File: config.mk
export PLATFORM = sky130hd
export DESIGN_NAME = cluster_write_router
export DESIGN_NICKNAME = d
export VERILOG_FILES = /design/src/rtl/cwr_pkg.sv /design/src/rtl/cwr_slot_dec.sv /design/src/rtl/cwr_hazard.sv /design/src/rtl/cwr_wr_xbar.sv /design/src/rtl/cluster_write_router.sv
export SDC_FILE = /design/constraint.sdc
export NUM_CORES = 1
export LEC_CHECK = 0
export CAP_MARGIN = 15
export CORE_AREA = 3 3 208 210
export DETAILED_ROUTE_END_ITERATION = 12
export DIE_AREA = 0 0 211 213
export PLACE_DENSITY = 0.66
export SLEW_MARGIN = 0
export SYNTH_ARGS = -nofsm -noshare
export SYNTH_HDL_FRONTEND = slang
export SYNTH_SLANG_ARGS = --single-unit
File: constraint.sdc
create_clock -name clk -period 2.4 [get_ports clk]
set_clock_uncertainty 0.05 [all_clocks]
set_input_delay 0.36 -clock clk [delete_from_list [all_inputs] [get_ports clk]]
set_output_delay 0.36 -clock clk [all_outputs]
set_load 0.01 [all_outputs]
File: src/rtl/cwr_pkg.sv
package cwr_pkg;

  localparam int unsigned CL_N = 4;
  localparam int unsigned CL_W = 2;

  typedef enum logic [2:0] {
    DC_U0    = 3'b000,
    DC_U1    = 3'b001,
    DC_U2    = 3'b010,
    DC_U3    = 3'b011,
    DC_PAIR1 = 3'b100,
    DC_PAIR2 = 3'b101,
    DC_PAIR3 = 3'b110,
    DC_ALL   = 3'b111
  } dcode_e;

  function automatic logic [CL_N-1:0] cl_onehot(input logic [CL_W-1:0] id);
    logic [CL_N-1:0] r;
    r     = '0;
    r[id] = 1'b1;
    return r;
  endfunction

  function automatic logic [CL_N-1:0] cl_rotl(input logic [CL_N-1:0] v,
                                              input logic [CL_W-1:0] k);
    logic [2*CL_N-1:0] t;
    t = {v, v} << k;
    return t[2*CL_N-1:CL_N];
  endfunction

endpackage

File: src/rtl/cwr_slot_dec.sv
module cwr_slot_dec
  import cwr_pkg::*;
#(
  parameter int unsigned REG_W = 4
) (
  input  logic                  vld,
  input  logic [CL_W+REG_W-1:0] full_src,
  input  logic [REG_W-1:0]      part_src,
  input  logic [2:0]            dcode,
  output logic [CL_W-1:0]       home_id,
  output logic [CL_N-1:0]       home_oh,
  output logic [REG_W-1:0]      idx_a,
  output logic [REG_W-1:0]      idx_b,
  output logic [CL_N-1:0]       dmask
);

  logic [CL_N-1:0] raw_mask;

  always_comb begin
    home_id = full_src[CL_W+REG_W-1 -: CL_W];
    home_oh = cl_onehot(home_id);
    idx_a   = full_src[REG_W-1:0];
    idx_b   = part_src;
  end

  always_comb begin
    case (dcode_e'(dcode))
      DC_U0, DC_U1, DC_U2, DC_U3:
        raw_mask = cl_onehot(dcode[CL_W-1:0]);
      DC_PAIR1, DC_PAIR2, DC_PAIR3:
        raw_mask = home_oh | cl_rotl(home_oh, dcode[CL_W-1:0] + 2'd1);
      default:
        raw_mask = '1;
    endcase
    dmask = vld ? raw_mask : '0;
  end

endmodule

File: src/rtl/cwr_hazard.sv
module cwr_hazard
  import cwr_pkg::*;
#(
  parameter int unsigned NSLOT = 4,
  parameter int unsigned REG_W = 4
) (
  input  logic [NSLOT-1:0]            vld,
  input  logic [NSLOT-1:0][CL_N-1:0]  dmask,
  input  logic [NSLOT-1:0][CL_N-1:0]  home_oh,
  input  logic [NSLOT-1:0][REG_W-1:0] dreg,
  input  logic [NSLOT-1:0]            pend_vld,
  input  logic [NSLOT-1:0][CL_N-1:0]  pend_far,
  input  logic [NSLOT-1:0][REG_W-1:0] pend_reg,
  output logic [NSLOT-1:0]            stall
);

  logic [NSLOT-1:0] same_cycle_hit;
  logic [NSLOT-1:0] pending_hit;

  always_comb begin
    same_cycle_hit = '0;
    pending_hit    = '0;
    for (int s = 0; s < NSLOT; s++) begin
      for (int i = 0; i < s; i++) begin
        if (vld[i] && (|(dmask[i] & dmask[s])) && (dreg[i] == dreg[s]))
          same_cycle_hit[s] = 1'b1;
      end
      for (int j = 0; j < NSLOT; j++) begin
        if (pend_vld[j] && (|(pend_far[j] & dmask[s] & home_oh[s])) &&
            ((j == s) || (pend_reg[j] == dreg[s])))
          pending_hit[s] = 1'b1;
      end
    end
    stall = vld & (same_cycle_hit | pending_hit);
  end

endmodule

File: src/rtl/cwr_wr_xbar.sv
module cwr_wr_xbar
  import cwr_pkg::*;
#(
  parameter int unsigned NSLOT  = 4,
  parameter int unsigned REG_W  = 4,
  parameter int unsigned DATA_W = 16,
  localparam int unsigned LANES = CL_N * NSLOT
) (
  input  logic                         clk,
  input  logic                         rst_n,
  input  logic [NSLOT-1:0]             acc,
  input  logic [NSLOT-1:0][CL_N-1:0]   dmask,
  input  logic [NSLOT-1:0][CL_N-1:0]   home_oh,
  input  logic [NSLOT-1:0][REG_W-1:0]  dreg,
  input  logic [NSLOT-1:0][DATA_W-1:0] wdata,
  output logic [NSLOT-1:0]             pend_vld,
  output logic [NSLOT-1:0][CL_N-1:0]   pend_far,
  output logic [NSLOT-1:0][REG_W-1:0]  pend_reg,
  output logic [LANES-1:0]             lane_en,
  output logic [LANES-1:0][REG_W-1:0]  lane_idx,
  output logic [LANES-1:0][DATA_W-1:0] lane_data
);

  // stage one: accepted bundle, home-cluster writes leave from here
  logic [NSLOT-1:0]             s1_vld_q, s1_vld_d;
  logic [NSLOT-1:0][CL_N-1:0]   s1_near_q, s1_near_d;
  logic [NSLOT-1:0][CL_N-1:0]   s1_far_q, s1_far_d;
  logic [NSLOT-1:0][REG_W-1:0]  s1_reg_q;
  logic [NSLOT-1:0][DATA_W-1:0] s1_data_q;
  // stage two: remote writes after the crossing cycle
  logic [NSLOT-1:0]             s2_vld_q, s2_vld_d;
  logic [NSLOT-1:0][CL_N-1:0]   s2_far_q, s2_far_d;
  logic [NSLOT-1:0][REG_W-1:0]  s2_reg_q;
  logic [NSLOT-1:0][DATA_W-1:0] s2_data_q;

  always_comb begin
    for (int s = 0; s < NSLOT; s++) begin
      s1_vld_d[s]  = acc[s];
      s1_near_d[s] = acc[s] ? (dmask[s] & home_oh[s])  : '0;
      s1_far_d[s]  = acc[s] ? (dmask[s] & ~home_oh[s]) : '0;
      s2_vld_d[s]  = s1_vld_q[s] && (|s1_far_q[s]);
      s2_far_d[s]  = s1_vld_q[s] ? s1_far_q[s] : '0;
    end
  end

  always_ff @(posedge clk or negedge rst_n) begin
    if (!rst_n) begin
      s1_vld_q  <= '0;
      s1_near_q <= '0;
      s1_far_q  <= '0;
      s2_vld_q  <= '0;
      s2_far_q  <= '0;
    end else begin
      s1_vld_q  <= s1_vld_d;
      s1_near_q <= s1_near_d;
      s1_far_q  <= s1_far_d;
      s2_vld_q  <= s2_vld_d;
      s2_far_q  <= s2_far_d;
    end
  end

  // payload registers: no reset, loaded only under their enables
  for (genvar s = 0; s < NSLOT; s++) begin : g_payload
    always_ff @(posedge clk) begin
      if (acc[s]) begin
        s1_reg_q[s]  <= dreg[s];
        s1_data_q[s] <= wdata[s];
      end
      if (s1_vld_q[s]) begin
        s2_reg_q[s]  <= s1_reg_q[s];
        s2_data_q[s] <= s1_data_q[s];
      end
    end
  end

  always_comb begin
    pend_vld = s1_vld_q;
    pend_far = s1_far_q;
    pend_reg = s1_reg_q;
  end

  for (genvar c = 0; c < CL_N; c++) begin : g_cl
    for (genvar s = 0; s < NSLOT; s++) begin : g_lane
      logic near_hit;
      logic far_hit;
      always_comb begin
        near_hit = s1_vld_q[s] & s1_near_q[s][c];
        far_hit  = s2_vld_q[s] & s2_far_q[s][c];
        lane_en[c*NSLOT+s]   = near_hit | far_hit;
        lane_idx[c*NSLOT+s]  = far_hit ? s2_reg_q[s]  : s1_reg_q[s];
        lane_data[c*NSLOT+s] = far_hit ? s2_data_q[s] : s1_data_q[s];
      end
    end
  end

endmodule

File: src/rtl/cluster_write_router.sv
module cluster_write_router
  import cwr_pkg::*;
#(
  parameter int unsigned NSLOT  = 4,
  parameter int unsigned REG_W  = 4,
  parameter int unsigned DATA_W = 16,
  localparam int unsigned FULL_W = CL_W + REG_W,
  localparam int unsigned LANES  = CL_N * NSLOT
) (
  input  logic                      clk,
  input  logic                      rst_n,
  input  logic [NSLOT-1:0]          slot_vld,
  input  logic [NSLOT*FULL_W-1:0]   slot_full_src,
  input  logic [NSLOT*REG_W-1:0]    slot_part_src,
  input  logic [NSLOT*3-1:0]        slot_dcode,
  input  logic [NSLOT*REG_W-1:0]    slot_dreg,
  input  logic [NSLOT*DATA_W-1:0]   slot_wdata,
  output logic [NSLOT*CL_W-1:0]     rd_cluster,
  output logic [NSLOT*REG_W-1:0]    rd_idx_a,
  output logic [NSLOT*REG_W-1:0]    rd_idx_b,
  output logic [NSLOT*CL_N-1:0]     dst_mask,
  output logic [NSLOT-1:0]          slot_stall,
  output logic [LANES-1:0]          wr_en,
  output logic [LANES*REG_W-1:0]    wr_idx,
  output logic [LANES*DATA_W-1:0]   wr_data
);

  logic [1:0] rst_sync_q;
  logic       rst_int_n;

  always_ff @(posedge clk or negedge rst_n) begin
    if (!rst_n) rst_sync_q <= '0;
    else        rst_sync_q <= {rst_sync_q[0], 1'b1};
  end
  assign rst_int_n = rst_sync_q[1];

  logic [NSLOT-1:0][CL_N-1:0]   mask_v;
  logic [NSLOT-1:0][CL_N-1:0]   home_v;
  logic [NSLOT-1:0][REG_W-1:0]  dreg_v;
  logic [NSLOT-1:0][DATA_W-1:0] wdata_v;
  logic [NSLOT-1:0]             pend_vld;
  logic [NSLOT-1:0][CL_N-1:0]   pend_far;
  logic [NSLOT-1:0][REG_W-1:0]  pend_reg;
  logic [NSLOT-1:0]             stall_v;
  logic [NSLOT-1:0]             acc_v;
  logic [LANES-1:0][REG_W-1:0]  lane_idx;
  logic [LANES-1:0][DATA_W-1:0] lane_data;

  assign dreg_v  = slot_dreg;
  assign wdata_v = slot_wdata;

  for (genvar s = 0; s < NSLOT; s++) begin : g_slot
    cwr_slot_dec #(.REG_W(REG_W)) u_dec (
      .vld      (slot_vld[s]),
      .full_src (slot_full_src[s*FULL_W +: FULL_W]),
      .part_src (slot_part_src[s*REG_W +: REG_W]),
      .dcode    (slot_dcode[s*3 +: 3]),
      .home_id  (rd_cluster[s*CL_W +: CL_W]),
      .home_oh  (home_v[s]),
      .idx_a    (rd_idx_a[s*REG_W +: REG_W]),
      .idx_b    (rd_idx_b[s*REG_W +: REG_W]),
      .dmask    (mask_v[s])
    );
  end

  cwr_hazard #(.NSLOT(NSLOT), .REG_W(REG_W)) u_haz (
    .vld      (slot_vld),
    .dmask    (mask_v),
    .home_oh  (home_v),
    .dreg     (dreg_v),
    .pend_vld (pend_vld),
    .pend_far (pend_far),
    .pend_reg (pend_reg),
    .stall    (stall_v)
  );

  assign acc_v = slot_vld & ~stall_v;

  cwr_wr_xbar #(.NSLOT(NSLOT), .REG_W(REG_W), .DATA_W(DATA_W)) u_xbar (
    .clk       (clk),
    .rst_n     (rst_int_n),
    .acc       (acc_v),
    .dmask     (mask_v),
    .home_oh   (home_v),
    .dreg      (dreg_v),
    .wdata     (wdata_v),
    .pend_vld  (pend_vld),
    .pend_far  (pend_far),
    .pend_reg  (pend_reg),
    .lane_en   (wr_en),
    .lane_idx  (lane_idx),
    .lane_data (lane_data)
  );

  assign dst_mask   = mask_v;
  assign slot_stall = stall_v;
  assign wr_idx     = lane_idx;
  assign wr_data    = lane_data;

endmodule

==> results by group <==
Layout
  – Layout fillers: ~3,400
  – Most common cell after layout, fill and taps aside: mux2_2
  – Biggest regs: u_xbar.s1_data_q (64), u_xbar.s2_data_q (64)
  – Layout Nets: 2,107
  – Syn-to-layout area delta: 74.8%
  – Layout cells sized above 1: 60.7%
  – Final instance area: 0.0243 sq mm
  – Most frequent cells in the layout: 283 x mux2_2, 258 x buf_4, 160 x edfxtp_1, 155 x clkbuf_2, 113 x buf_6

Power and ir drop
  – Overall power consumption: 12.5 mW
  – Worst ir drop on vdd: 0.399 mV
  – Power Dens Cells: 512 mW/mm^2
  – LEAKAGE: about 11 nW

Place
  – GPL Wtd Cong: 0.943
  – Dpl cell area: 0.0209 sq mm
  – HPWL after DPL: 38,200 microns
  – # port buffers: 469

Die
  – Die area: ~0.045 sq mm
  – Row cnt: 75
  – Die Width: 211 microns
  – Num ports: ~530
  – Starting density of the core: 33.3%
  – Vert. Die Dim: 213 microns
  – Total core area: between 0.04 and 0.05 sq mm

Clocking
  – Root Driver: clkbuf_16
  – Worst-skew pair later-pin latency: 0.54 ns
  – Level count of the clock H-tree: 1
  – CTS Sinks: about 220
  – Clock buffer count from CTS: 26
  – TritonCTS clock tree: done
  – Reg clk slew, reported paths: ~0.06 ns
  – Deepest clock path buffer count: 3

Hold path
  – Worst Hold Class: reg -> async

Timing
  – Actual slew at the worst max-slew pin: 0.647 ns
  – Final worst setup slack: -0.472 ns
  – Setup violations, final: 111
  – RSZ-0062 raised after global routing: yes
  – Fin crit period: 2.87 ns
  – Max-slew violations: 0
  – Hold WS: approximately 0.25 ns
  – Final hold violation count: 0
  – Max_slew headroom: 56.9%
  – Final period utilization: 120%
  – Fmax: 348 MHz

Critical path
  – Crit path launch type: flip-flop
  – CP Capture Type: output port
  – Critical Path RT: 1.99 ns
  – Critical path type: reg -> out
  – CP Max Fanout: 4
  – Worst EP arrival: about 2.5 ns

Global route
  – Initial antenna violation count: 8
  – Vias in the first global route: 13,000
  – Overall global routing resource usage: 24.2%
  – Grt ovf: 0
  – Largest net degree at the start of global routing: 29
  – First-pass GRT wire length: 82,900 microns

Drt
  – ANT nets after route: 0
  – Via/cell ratio: 5.14
  – Final WL: 59,100 microns
  – First DRT Iteration DRCs: 799
  – Drt drc: 0
  – Pre-Repair DR Iteration Count: 6
  – Vias: around 13,000
  – Drt wl/cell: 23.5 microns

Run status
  – Outcome: complete, but fails checks
  – Failing checks: negative setup slack

Logic synthesis
  – Count of cell types in the netlist: between 70 and 80
  – Syn_area_per_cell: 12.0 sq um
  – Syn Nets: 1,323
  – Ys Warns: 0
  – Top_reg_cell synth: edfxtp_1
  – Async S/R FF share, synth: 26.6%
  – EDFF count, synth: between 150 and 200
  – Register bit total from synthesis: roughly 220
  – Sequential share of the synthesized area: between 40% and 50%
  – Post-synthesis cell count: 1,161
  – Synth Cell Area: 0.0139 sq mm

Job
  – Max-Cap Viols: 0
[path summary, 6_finish.rpt]
kind,start,to,slack [ns],depth (start not counted)
setup / recovery,u_xbar.pend_reg[1]$_DFFE_PP_,slot_stall[1],-0.47,10
hold / removal,rst_sync_q[1]$_DFF_PN0_,u_xbar.pend_far[5]$_DFF_PN0_,0.25,0
setup reg to reg,u_xbar.pend_reg[5]$_DFFE_PP_,u_xbar.s1_data_q[7]$_DFFE_PP_,-0.27,10
hold reg to reg,rst_sync_q[1]$_DFF_PN0_,u_xbar.pend_far[5]$_DFF_PN0_,0.25,0
max in group asynchronous,rst_sync_q[1]$_DFF_PN0_,u_xbar.s2_vld_q[0]$_DFF_PN0_,1.36,1
min in group clk,slot_dreg[2],u_xbar.pend_reg[2]$_DFFE_PP_,0.25,1
[metal layers]
metal | global-route usage [%] | wire length [microns]
met1 | 30.9 | 24700
met2 | 41.3 | 29000
met3 | 4.20 | 3340
met4 | 8.98 | 2060
met5 | 0 | 13
[worst max-delay path, cell delays in order, from the launching register on]
cell and delay, ns:
edfxtp_1 0.46, buf_6 0.16, xnor2_1 0.11, nand2_1 0.08
nor4_2 0.05, buf_4 0.15, a31oi_2 0.20, o2111ai_2 0.16
a211oi_2 0.31, nand2_2 0.10, buf_6 0.14
[what timing repair did]
action | in CTS | in global routing
gates cloned | 30 | 9
buffers inserted | 105 | 58
hold buffers | 1 | 0
endpoints found under the hold margin | 2 | 0
setup endpoints to repair | 465 | 387
pin swaps | 85 | 62
gates resized for setup | 892 | 549
[power by group]
group	internal (mW)	total (mW)	switching (mW)
clock network	2.30	3.94	1.64
registers	4.39	4.69	0.295
logic	2.06	3.84	1.78
total	8.76	12.5	3.71
[synthesized netlist by cell type, types with 14 or more instances]
cell type / instances / area share (%)
mux2_2: 320 / 26
a21oi_1: 37 / 1.3
nand2_1: 81 / 2.2
buf_2: 19 / 0.68
nand3_1: 20 / 0.72
and2_1: 21 / 0.94
nor3_1: 26 / 0.93
edfxtp_1: 160 / 35
ha_1: 24 / 2.2
xor2_1: 48 / 3.0
nand4_1: 14 / 0.63
inv_1: 26 / 0.70
dfrtp_1: 58 / 10
clkbuf_1: 42 / 1.1
nor2_1: 26 / 0.70
xnor2_1: 24 / 1.5
buf_4: 53 / 2.9
[through the flow]
stage,util (%),TNS [ns],std cells,setup slack (ns)
2_1_floorplan,-,-29.26,1161,-0.488
6_report,58.3,-19.83,2512,-0.472
3_5_place_dp,50.1,-133.69,2290,-1.27
4_1_cts,57.5,-42.24,2466,-0.537
5_1_grt,58.3,-30.38,2511,-0.583
3_3_place_gp,50.1,-126.99,2290,-1.22
[final cells by class]
cell class	instances	area, sq um	area share [%]
repair buffers	876	8280	34.0
multi-input cells	792	8080	33.2
flip-flops and latches	218	6260	25.7
clock buffers	33	741	3.04
well taps	539	674	2.77
inverters	31	154	0.632
clock inverters	15	115	0.473
diodes	8	20.0	0.0823
[kinds of logic (layout without fill, tap and decap cells)]
family / after synthesis / after routing / synth area share, %
mux: 320 / 320 / 25.9
simple gates: 249 / 249 / 9.74
flops: 218 / 218 / 44.9
buf+inv: 151 / 955 / 5.82
compound gates: 126 / 126 / 6.89
xor+xnor: 72 / 72 / 4.53
fa+ha+maj: 24 / 24 / 2.16
other cells: 1 / 9 / 0.0269
(Power assumes the default switching activity.)
